### src/rtl/swp_pkg.sv
package swp_pkg;

   // Bit order in which serial bits fill the assembled word
   typedef enum logic {
      ORDER_MSB_FIRST = 1'b0,
      ORDER_LSB_FIRST = 1'b1
   } bit_order_e;

   // Which serial clock transition takes a bit
   typedef enum logic {
      EDGE_RISING  = 1'b0,
      EDGE_FALLING = 1'b1
   } edge_kind_e;

   // Positions inside the synchronised pin bundle
   localparam int unsigned PIN_SEL  = 0;
   localparam int unsigned PIN_DAT  = 1;
   localparam int unsigned PIN_CLK  = 2;
   localparam int unsigned PIN_FLAG = 3;
   localparam int unsigned PIN_CNT  = 4;

endpackage

### src/rtl/swp_sync.sv
module swp_sync #(
   parameter int unsigned        WIDTH   = 4,
   parameter int unsigned        STAGES  = 2,
   parameter logic [WIDTH-1:0]   RST_VAL = '0
) (
   input  logic             clk,
   input  logic             rst_n,
   input  logic [WIDTH-1:0] d_async,
   output logic [WIDTH-1:0] q_sync
);

   generate
      if (STAGES < 2) begin : g_bad_stages
         $error("swp_sync: STAGES must be at least 2");
      end
      if (WIDTH < 1) begin : g_bad_width
         $error("swp_sync: WIDTH must be at least 1");
      end
   endgenerate

   logic [WIDTH-1:0] chain [STAGES];

   generate
      for (genvar s = 0; s < STAGES; s++) begin : g_stage
         if (s == 0) begin : g_first
            always_ff @(posedge clk or negedge rst_n) begin
               if (!rst_n) chain[s] <= RST_VAL;
               else        chain[s] <= d_async;
            end
         end else begin : g_next
            always_ff @(posedge clk or negedge rst_n) begin
               if (!rst_n) chain[s] <= RST_VAL;
               else        chain[s] <= chain[s-1];
            end
         end
      end
   endgenerate

   assign q_sync = chain[STAGES-1];

endmodule

### src/rtl/swp_edge.sv
module swp_edge
   import swp_pkg::*;
#(
   parameter edge_kind_e KIND = EDGE_RISING
) (
   input  logic clk,
   input  logic rst_n,
   input  logic level,
   output logic hit
);

   logic level_q;

   always_ff @(posedge clk or negedge rst_n) begin
      if (!rst_n) level_q <= 1'b0;
      else        level_q <= level;
   end

   generate
      if (KIND == EDGE_RISING) begin : g_rise
         assign hit = level & ~level_q;
      end else begin : g_fall
         assign hit = ~level & level_q;
      end
   endgenerate

endmodule

### src/rtl/swp_deser.sv
module swp_deser
   import swp_pkg::*;
#(
   parameter int unsigned WORD_W = 8,
   parameter bit_order_e  ORDER  = ORDER_MSB_FIRST
) (
   input  logic              clk,
   input  logic              rst_n,
   input  logic              active,
   input  logic              bit_stb,
   input  logic              bit_in,
   input  logic              flag_in,
   output logic              word_stb,
   output logic [WORD_W-1:0] word,
   output logic              word_flag
);

   localparam int unsigned CNT_W = (WORD_W > 2) ? $clog2(WORD_W) : 1;
   localparam logic [CNT_W-1:0] LAST = CNT_W'(WORD_W - 1);

   generate
      if (WORD_W < 2) begin : g_bad_word
         $error("swp_deser: WORD_W must be at least 2");
      end
   endgenerate

   logic [WORD_W-1:0] sh_q;
   logic [WORD_W-1:0] sh_nxt;
   logic [CNT_W-1:0]  cnt_q;
   logic              take;
   logic              at_last;

   assign take    = active & bit_stb;
   assign at_last = (cnt_q == LAST);

   generate
      if (ORDER == ORDER_MSB_FIRST) begin : g_msb
         assign sh_nxt = {sh_q[WORD_W-2:0], bit_in};
      end else begin : g_lsb
         assign sh_nxt = {bit_in, sh_q[WORD_W-1:1]};
      end
   endgenerate

   // shift register and bit position, cleared while not selected
   always_ff @(posedge clk or negedge rst_n) begin
      if (!rst_n) begin
         sh_q  <= '0;
         cnt_q <= '0;
      end else if (!active) begin
         sh_q  <= '0;
         cnt_q <= '0;
      end else if (take) begin
         sh_q  <= at_last ? '0 : sh_nxt;
         cnt_q <= at_last ? '0 : cnt_q + CNT_W'(1);
      end
   end

   // completed word register and strobe
   always_ff @(posedge clk or negedge rst_n) begin
      if (!rst_n) begin
         word_stb  <= 1'b0;
         word      <= '0;
         word_flag <= 1'b0;
      end else begin
         word_stb <= take & at_last;
         if (take && at_last) begin
            word      <= sh_nxt;
            word_flag <= flag_in;
         end
      end
   end

   // leaving the selected state empties shifter and counter
   assert_clear_on_deselect_R5 : assert property (@(posedge clk) disable iff (!rst_n)
      !active |=> (cnt_q == '0 && sh_q == '0));

   // a completed word is flagged for one cycle only
   assert_single_pulse_R3 : assert property (@(posedge clk) disable iff (!rst_n)
      word_stb |=> !word_stb);

   // no strobe without a bit taken while selected
   assert_pulse_needs_edge_R6 : assert property (@(posedge clk) disable iff (!rst_n)
      word_stb |-> $past(bit_stb && active));

   // a bit clock edge while deselected leaves the count at zero
   assert_idle_no_count_R6 : assert property (@(posedge clk) disable iff (!rst_n)
      (bit_stb && !active) |=> cnt_q == '0);

   // the counter wraps after the last bit of a word
   assert_wrap_R7 : assert property (@(posedge clk) disable iff (!rst_n)
      (take && at_last) |=> (cnt_q == '0 && word_stb));

   // every other bit advances the position by one
   assert_count_step_R3 : assert property (@(posedge clk) disable iff (!rst_n)
      (take && !at_last) |=> (cnt_q == $past(cnt_q) + CNT_W'(1)));

endmodule

### src/rtl/serial_write_port.sv
module serial_write_port
   import swp_pkg::*;
#(
   parameter int unsigned WORD_W      = 8,
   parameter int unsigned SYNC_STAGES = 2,
   parameter bit          LSB_FIRST   = 1'b0
) (
   input  logic              clk,
   input  logic              rst_n,
   input  logic              sel_n,
   input  logic              ser_dat,
   input  logic              ser_clk,
   input  logic              dc_flag,
   output logic              wr_stb,
   output logic [WORD_W-1:0] wr_word,
   output logic              wr_is_data
);

   localparam bit_order_e ORDER = LSB_FIRST ? ORDER_LSB_FIRST : ORDER_MSB_FIRST;
   localparam logic [PIN_CNT-1:0] PIN_RST = PIN_CNT'(1) << PIN_SEL;

   logic [PIN_CNT-1:0] pins_raw;
   logic [PIN_CNT-1:0] pins_s;
   logic               clk_rise;

   assign pins_raw[PIN_SEL]  = sel_n;
   assign pins_raw[PIN_DAT]  = ser_dat;
   assign pins_raw[PIN_CLK]  = ser_clk;
   assign pins_raw[PIN_FLAG] = dc_flag;

   swp_sync #(
      .WIDTH   (PIN_CNT),
      .STAGES  (SYNC_STAGES),
      .RST_VAL (PIN_RST)
   ) u_sync (
      .clk     (clk),
      .rst_n   (rst_n),
      .d_async (pins_raw),
      .q_sync  (pins_s)
   );

   swp_edge #(
      .KIND  (EDGE_RISING)
   ) u_edge (
      .clk   (clk),
      .rst_n (rst_n),
      .level (pins_s[PIN_CLK]),
      .hit   (clk_rise)
   );

   swp_deser #(
      .WORD_W (WORD_W),
      .ORDER  (ORDER)
   ) u_deser (
      .clk       (clk),
      .rst_n     (rst_n),
      .active    (~pins_s[PIN_SEL]),
      .bit_stb   (clk_rise),
      .bit_in    (pins_s[PIN_DAT]),
      .flag_in   (pins_s[PIN_FLAG]),
      .word_stb  (wr_stb),
      .word      (wr_word),
      .word_flag (wr_is_data)
   );

   // no strobe in the first cycle after reset release
   assert_quiet_after_reset_R1 : assert property (@(posedge clk) disable iff (!rst_n)
      $rose(rst_n) |-> !wr_stb);

endmodule

### config.mk
export PLATFORM = sky130hd
export DESIGN_NAME = serial_write_port
export DESIGN_NICKNAME = d
export VERILOG_FILES = /design/src/rtl/swp_pkg.sv /design/src/rtl/swp_sync.sv /design/src/rtl/swp_edge.sv /design/src/rtl/swp_deser.sv /design/src/rtl/serial_write_port.sv
export SDC_FILE = /design/constraint.sdc
export NUM_CORES = 1
export LEC_CHECK = 0
export ABC_AREA = 1
export ABC_CLOCK_PERIOD_IN_PS = 2100
export BUFFER_PORTS_ARGS = -buffer_cell sky130_fd_sc_hd__buf_2
export CAP_MARGIN = 20
export CELL_PAD_IN_SITES_DETAIL_PLACEMENT = 1
export CELL_PAD_IN_SITES_GLOBAL_PLACEMENT = 1
export CORE_MARGIN = 2
export CORE_UTILIZATION = 42
export DETAILED_ROUTE_END_ITERATION = 6
export GPL_TIMING_DRIVEN = 0
export PLACE_DENSITY = 0.77
export SETUP_SLACK_MARGIN = 0.15
export SYNTH_ARGS = -nofsm -noshare
export SYNTH_HDL_FRONTEND = slang
export SYNTH_HIERARCHICAL = 1
export SYNTH_SLANG_ARGS = --single-unit
### constraint.sdc
create_clock -name clk -period 2.1 [get_ports clk]
set_clock_uncertainty 0.2 [all_clocks]
set_input_delay 0.105 -clock clk [delete_from_list [all_inputs] [get_ports clk]]
set_output_delay 0.105 -clock clk [all_outputs]
set_load 0.01 [all_outputs]
==> results.md, run 1 <==
- Status: complete, no violations
- Maximum fanout along the worst path: 10
- Final Setup Violations: 0
- Vias: 845
- Commonest non-fill, non-tap cell in the layout: nand2_1
- Hold_buf cts: 5
- Max IR drop VDD: 0.5455 mV
- Mapped Cells: 120
- Fraction of the yosys area taken by sequential cells: 62.65%
- Post_cts resized: 0
- Initial Util: 43.27%
- Area Overhead vs Synth: 20.13%
- Crit path DAT: 1640 ps
- Rel. slew slack: 58.26%
- Post-Route Utilization: 51.98%
- Psw: 0.2352 mW
- Num CTS Buffers: 5
- Setup TNS: 0 ps
- Logic gate share of total power: 5.4%
- Fillers: 330
- RSZ-0062 raised after global routing: false
- Class of the worst hold path: input port to async pin
- Synth unique cells: 12
- Fmax: 0.6350 GHz
- Syn Area/Cell: 9.686 um2
- Syn_nets: 128
- Worst path top cell family by delay: flip-flops
- Slowest cell on crit path: dfrtp_1
- Layout cell share with drive strength beyond 1: 24.32%
- Io pins: 16
- First-pass GRT wire length: 3864 um
- Vias in the first global route: 884
- Worst slew pin tran: 626.0 ps
- Global route total overflow: 0
- Final hold vios: 0
- Critical path launch point type: flop
- DP Area: 1276 um2
- Pre-antenna DRT Iters: 4
- CTS tree: yes
- Final min period: 1575 ps
- Crit-path cells: ha_1, ha_1, buf_4, buf_6, nor2_1, nand2_1, nand2_1
- Syn Std Cell Area: 1162 um2
- Critical path class: flop to flop
- Die H: 56.61 um
- Worst Path Required: 2170 ps
- Sink Count: 29
- 1st-iter DRT viols: 25
- Root Driver: clkbuf_4
- Htree depth: 2
- GPL Wtd Cong: 0.6901
- Critical Path End Type: flop
- Internal power: 0.7867 mW
- Largest net degree at the start of global routing: 30
- Clock Latency Late Sink: 330 ps
- Die X: 56.61 um
- Initial antenna violation count: 0
- DR WL/cell: 12.34 um
- Tcrit/Tclk final: 74.99%
- Layout Nets: 155
- Largest stage delay on the critical path: 400 ps
- Routed vias/inst: 4.721
- Post-CTS Repair Setup Buffers: 0
- Core Box Area: 2686 um2
- Max Slew Vio Count: 0
- WP buf/inv: 2
- Buffers on Ports: 15
- Final wirelength: 2208 um
- Global Route Usage Sum: 16.47%
- Warnings from Yosys: 6
- # rows: 19
- Clock Path Buffers: 2
- Switching share of power: 23.01%
- Detailed Place HPWL: 1415 um
- Max-capacitance violation count: 0
- Power Density: 731.9 nW/um2
- Commonest non-fill, non-tap cells in the layout: 49 x nand2_1, 27 x dfrtp_1, 15 x buf_2, 11 x inv_1, 9 x nand4_1
- Design Area, Final: 1396 um2
- Detail Route Antenna Nets: 0
- ANT cells: 0
- DR DRC count: 0
- LEAKAGE: 0.8078 nW
- Yosys reg bits: 29
- Die footprint: 3204 um2
- Register share of total power: 56.4%
- Clock share of power: 38.2%
- Clock-pin slew on the worst setup and hold paths: 100 ps
[stage by stage]
| step | power (mW) | instances | setup WS (ps) | hold slack, ps |
|---|---|---|---|---|
| floorplan | 0.6129 | 120 | 628.9 | -390.6 |
| global placement | 0.6325 | 166 | 558.9 | -50.30 |
| detailed placement | 0.6360 | 166 | 530.3 | -35.49 |
| CTS | 1.034 | 179 | 508.8 | 144.5 |
| global route | 1.072 | 179 | 427.1 | 170.8 |
| finish | 1.022 | 179 | 525.1 | 121.0 |
[state kept, by name, summed over array words and instances (netlist names)]
| register | flops |
|---|---|
| u_deser/cnt_q | 3 |
| u_deser/sh_q | 7 |
| u_deser/word | 8 |
| u_deser/word_flag | 1 |
| u_deser/word_stb | 1 |
| u_edge/level_q | 1 |
| u_sync/chain | 4 |
| u_sync/q_sync | 4 |
[power by group through the flow]
stage | registers [mW] | clock network (mW) | logic (mW)
floorplan | 0.586 | 0 | 0.0264
global placement | 0.587 | 0 | 0.0457
detailed placement | 0.588 | 0 | 0.0482
CTS | 0.577 | 0.401 | 0.0559
global route | 0.579 | 0.431 | 0.0625
finish | 0.577 | 0.390 | 0.0548
[layer usage]
layer | track usage, % | vias up | wire, um
met4 | 6.122 | 0 | 38
li1 | - | 417 | -
met1 | 19.09 | 404 | 983
met5 | 0 | - | 0
met2 | 27.57 | 18 | 1084
met3 | 6.221 | 6 | 102
[synth_stat cells]
cell,number,share of area [%]
nor2_2,2,1.1
dfrtp_1,27,58
nand3_4,1,1.5
inv_1,11,3.6
ha_1,2,2.2
dfstp_2,2,4.5
nand2_1,49,16
nor2_1,8,2.6
nand4_1,9,4.8
buf_6,1,0.97
buf_4,7,4.5
clkinv_1,1,0.32
[cells by family after synthesis]
logic type	synth area share [%]
flops	62.65
fa+ha+maj	2.153
buf+inv	9.365
simple gates	25.83
[final cells by class]
| class | count | area, um2 | area share (%) |
|---|---|---|---|
| Inverter | 12 | 45.04 | 3.226 |
| Timing Repair Buffer | 20 | 125.1 | 8.961 |
| Buffer | 8 | 63.81 | 4.570 |
| Clock buffer | 7 | 65.06 | 4.659 |
| Clock inverter | 1 | 5.005 | 0.3584 |
| Tap cell | 31 | 38.79 | 2.778 |
| Multi-Input combinational cell | 71 | 325.3 | 23.30 |
| Sequential cell | 29 | 728.2 | 52.15 |
[worst reg2reg max path, cell delays in order, from the launching register on]
cell	delay [ps]
dfrtp_1	400
ha_1	210
ha_1	180
buf_4	180
buf_6	150
nor2_1	100
nand2_1	50
nand2_1	70
[path summary, 6_finish.rpt]
kind,startpoint,to,slack (ps),cells after the start
max,u_deser/cnt_q[0],u_deser/sh_q[2],530,7
min,rst_n,u_deser/word_flag,120,2
max reg2reg,u_deser/cnt_q[0],u_deser/sh_q[2],530,7
min reg2reg,u_sync/chain[5],u_sync/q_sync[1],150,0
max in group asynchronous,rst_n,u_deser/cnt_q[0],1160,2
min in group clk,u_sync/chain[5],u_sync/q_sync[1],150,0
Note: power is estimated with default switching activity, not from simulation.
==> run 2, diff against run 1 <==
ABC_AREA = 0   (was 1)
ABC_CLOCK_PERIOD_IN_PS = 1600   (was 2100)
CORE_UTILIZATION = 44   (was 42)
PLACE_DENSITY = 0.76   (was 0.77)
clock period = 1.6 ns   (was 2.1 ns; I/O delays follow)
==> run 2 against run 1 <==
Global-route usage increased by 0.72 points. Setup slack worse by 480 ps. Combinational power grew 69%. Largest power group unchanged.
==> results.md, run 2 <==
- Biggest regs: u_deser/word: 8 flops, u_deser/sh_q: 7 flops
- Global Route Usage Sum: 17.19% (+0.72 points)
- Worst slew pin tran: 629.0 ps (+2.990 ps)
- Top cells by area, synth: dfrtp_1 60%, mux2_2 9.1%, dfstp_2 4.7%, nand3b_1 4.7%, nand2b_1 4.5%
- Initial Util: 45.99% (+2.7 points)
- GPL Wtd Cong: 0.6773 (-1.9%)
- Critical Path End Type: flop
- Top FF cell, synth: dfrtp_1
- Number of flip-flops in the largest register: 8 (unchanged)
- ANT cells: 0 (unchanged)
- Slowest cell on crit path: dfrtp_1
- Vias: 704 (-17%)
- Pre-antenna DRT Iters: 4 (unchanged)
- Fmax: 0.6414 GHz (+1.0%)
- Critical path launch point type: flop
- First-pass GRT wire length: 3298 um (-15%)
- Largest net degree at the start of global routing: 30 (unchanged)
- Psw: 0.2934 mW (+25%)
- Clock Latency Late Sink: 330 ps (about the same)
- Initial antenna violation count: 0 (unchanged)
- DP Area: 1246 um2 (-2.4%)
- Die footprint: 2962 um2 (-7.6%)
- Routed vias/inst: 4.923 (+4.3%)
- Post-Route Utilization: 62.76% (+11 points)
- Synth area leader: dfrtp_1
- Commonest non-fill, non-tap cell in the layout: dfrtp_1
- Worst Path Required: 1610 ps (-560 ps)
- Total Power: 1.347 mW (+32%)
- Critical path class: flop to flop
- LEAKAGE: 0.7574 nW (-6.2%)
- Final wirelength: 2338 um (+5.9%)
- Largest stage delay on the critical path: 430 ps (+30 ps)
- Register name with the most flops: u_deser/word
- FFs w/ async S/R, synth: 100.0% (unchanged)
- Global route total overflow: 0 (unchanged)
- Final worst slack: 40.95 ps (-484.2 ps)
- Sink Count: 29 (unchanged)
- Maximum fanout along the worst path: 6 (-4)
- Setup TNS: 0 ps (unchanged)
- DR DRC count: 0 (unchanged)
- Most frequent cell after synthesis: dfrtp_1
- Area Overhead vs Synth: 36.46%
- Final min period: 1559 ps (-15.80 ps)
- Max IR drop VDD: 0.6555 mV (+20%)
- RSZ-0062 raised after global routing: true
- Synth top area share: 60.40% (+2.3 points)
- Root Driver: clkbuf_4
- Commonest cells post-synth: 27 x dfrtp_1, 9 x mux2_2, 8 x a21oi_1, 8 x nand2b_1, 7 x nand3b_1
- Vias in the first global route: 727 (-18%)
- Tcrit/Tclk final: 97.44% (+22 points)
- Rel. slew slack: 58.06% (-0.20 points)
- Die X: 54.42 um (-3.9%)
- Fraction of the yosys area taken by sequential cells: 65.10% (+2.5 points)
- Syn_nets: 87 (-32%)
- Worst path top cell family by delay: flip-flops
- Switching share of power: 21.78% (-1.2 points)
- Mapped Cells: 79 (-34%)
- Syn Area/Cell: 14.16 um2 (+46%)
- # rows: 18 (-1)
- Clock-pin slew on the worst setup and hold paths: 90 ps (about the same)
- Logic gate share of total power: 6.9% (+1.5 points)
- Crit path DAT: 1570 ps (-70 ps)
- Class of the worst hold path: input port to async pin
- Post-Place Worst Slack: -30.69 ps (-561.0 ps)
- Internal power: 1.054 mW (+34%)
- Commonest non-fill, non-tap cells in the layout: 27 x dfrtp_1, 16 x buf_2, 9 x mux2_4, 8 x a21oi_1
- Layout Cells excl Fill: 143 (-20%)
- Clock share of power: 36.9% (-1.3 points)
- WP buf/inv: 0 (-2)
- 1st-iter DRT viols: 3 (-88%)
- Syn Std Cell Area: 1119 um2 (-3.8%)
- Io pins: 16 (unchanged)
- Layout cell share with drive strength beyond 1: 46.02% (+22 points)
- Buffers on Ports: 15 (unchanged)
- Max Slew Vio Count: 0 (unchanged)
- Core Box Area: 2432 um2 (-9.5%)
- Synth unique cells: 16 (+4)
- Num CTS Buffers: 5 (unchanged)
- Warnings from Yosys: 6 (unchanged)
- Clock Path Buffers: 2 (unchanged)
- DR WL/cell: 16.35 um (+33%)
- Detailed Place HPWL: 1197 um (-15%)
- Status: complete, no violations
- Detail Route Antenna Nets: 0 (unchanged)
- Register share of total power: 56.3% (about the same)
- Htree depth: 2 (unchanged)
- Inst Count DP: 124 (-25%)
- Hold_ws: 93.16 ps (-27.82 ps)
- Final hold vios: 0 (unchanged)
- Layout Nets: 120 (-23%)
- Design Area, Final: 1526 um2 (+9.3%)
- Max-capacitance violation count: 0 (unchanged)
- Die H: 54.42 um (-3.9%)
- Yosys reg bits: 29 (unchanged)
- Number of flops mapped to enable cells by yosys: 0 (unchanged)
- Final Setup Violations: 0 (unchanged)
- Top cell by count, worst path: ha_4
- Power Density: 882.5 nW/um2 (+21%)
- Crit-path cells: ha_4, ha_4, nand3_4, mux2_4
- CTS tree: yes
[run 2: cell types whose count changed after synthesis, moves of 8 or more]
cell	change
a21oi_1	+8
inv_1	-9
mux2_2	+9
nand2_1	-49
nand2b_1	+8
nand4_1	-9
[run 2: path summary, 6_finish.rpt]
kind	from	end	slack, ps	cells past startpoint
hold / removal	rst_n	u_deser/word_stb	90	2
setup reg to reg	u_deser/cnt_q[0]	u_deser/word[4]	40	4
hold reg to reg	u_sync/chain[6]	u_sync/q_sync[2]	150	0
setup / recovery	u_deser/cnt_q[0]	u_deser/word[4]	40	4
min in group clk	u_sync/chain[6]	u_sync/q_sync[2]	150	0
max in group asynchronous	rst_n	u_sync/chain[6]	690	2
[run 2: per-layer routing]
layer	vias to the layer above	global-route usage (%)	share of wire [%]	routed length (um)
li1	330	-	-	-
met1	355	19.68	45	1051
met2	13	26.10	50	1165
met3	6	5.738	2.8	66
met4	0	13.75	2.4	55
met5	-	0	0	0
[run 2: what timing repair did]
action / in CTS / in global routing
setup endpoints to repair: 19 / 19
pin swaps: 9 / 1
cloned: 1 / 2
hold buffers: 5 / 0
hold endpoints to repair: 33 / 0
resized for setup: 14 / 5
setup buffers: 2 / 1
[run 2: power groups by stage]
stage	combinational, mW	clock, mW	sequential, mW
CTS	0.0728	0.522	0.757
finish	0.0925	0.497	0.758
global placement	0.0568	0	0.771
floorplan	0.0325	0	0.770
global route	0.102	0.553	0.760
detailed placement	0.0585	0	0.771
[run 2: area by class of cell]
cell class / instances / area, um2
fillers: 238 / 905.9
flip-flops and latches: 29 / 728.2
multi-input cells: 42 / 420.4
repair buffers: 25 / 195.2
clock buffers: 7 / 65.06
plain buffers: 6 / 60.06
well taps: 30 / 37.54
inverters: 3 / 15.01
clock inverters: 1 / 5.005
[run 2: logic make-up (layout without fill, tap and decap cells)]
group / Yosys count / in the layout / share of synthesized area (%)
multiplexers: 11 / 11 / 10.85
adder cells (fa/ha/maj): 2 / 2 / 2.237
buffers and inverters: 9 / 42 / 4.810
AND/OR/NAND/NOR: 20 / 21 / 13.42
flip-flops: 29 / 29 / 65.10
AO/OA/AOI/OAI: 8 / 8 / 3.580
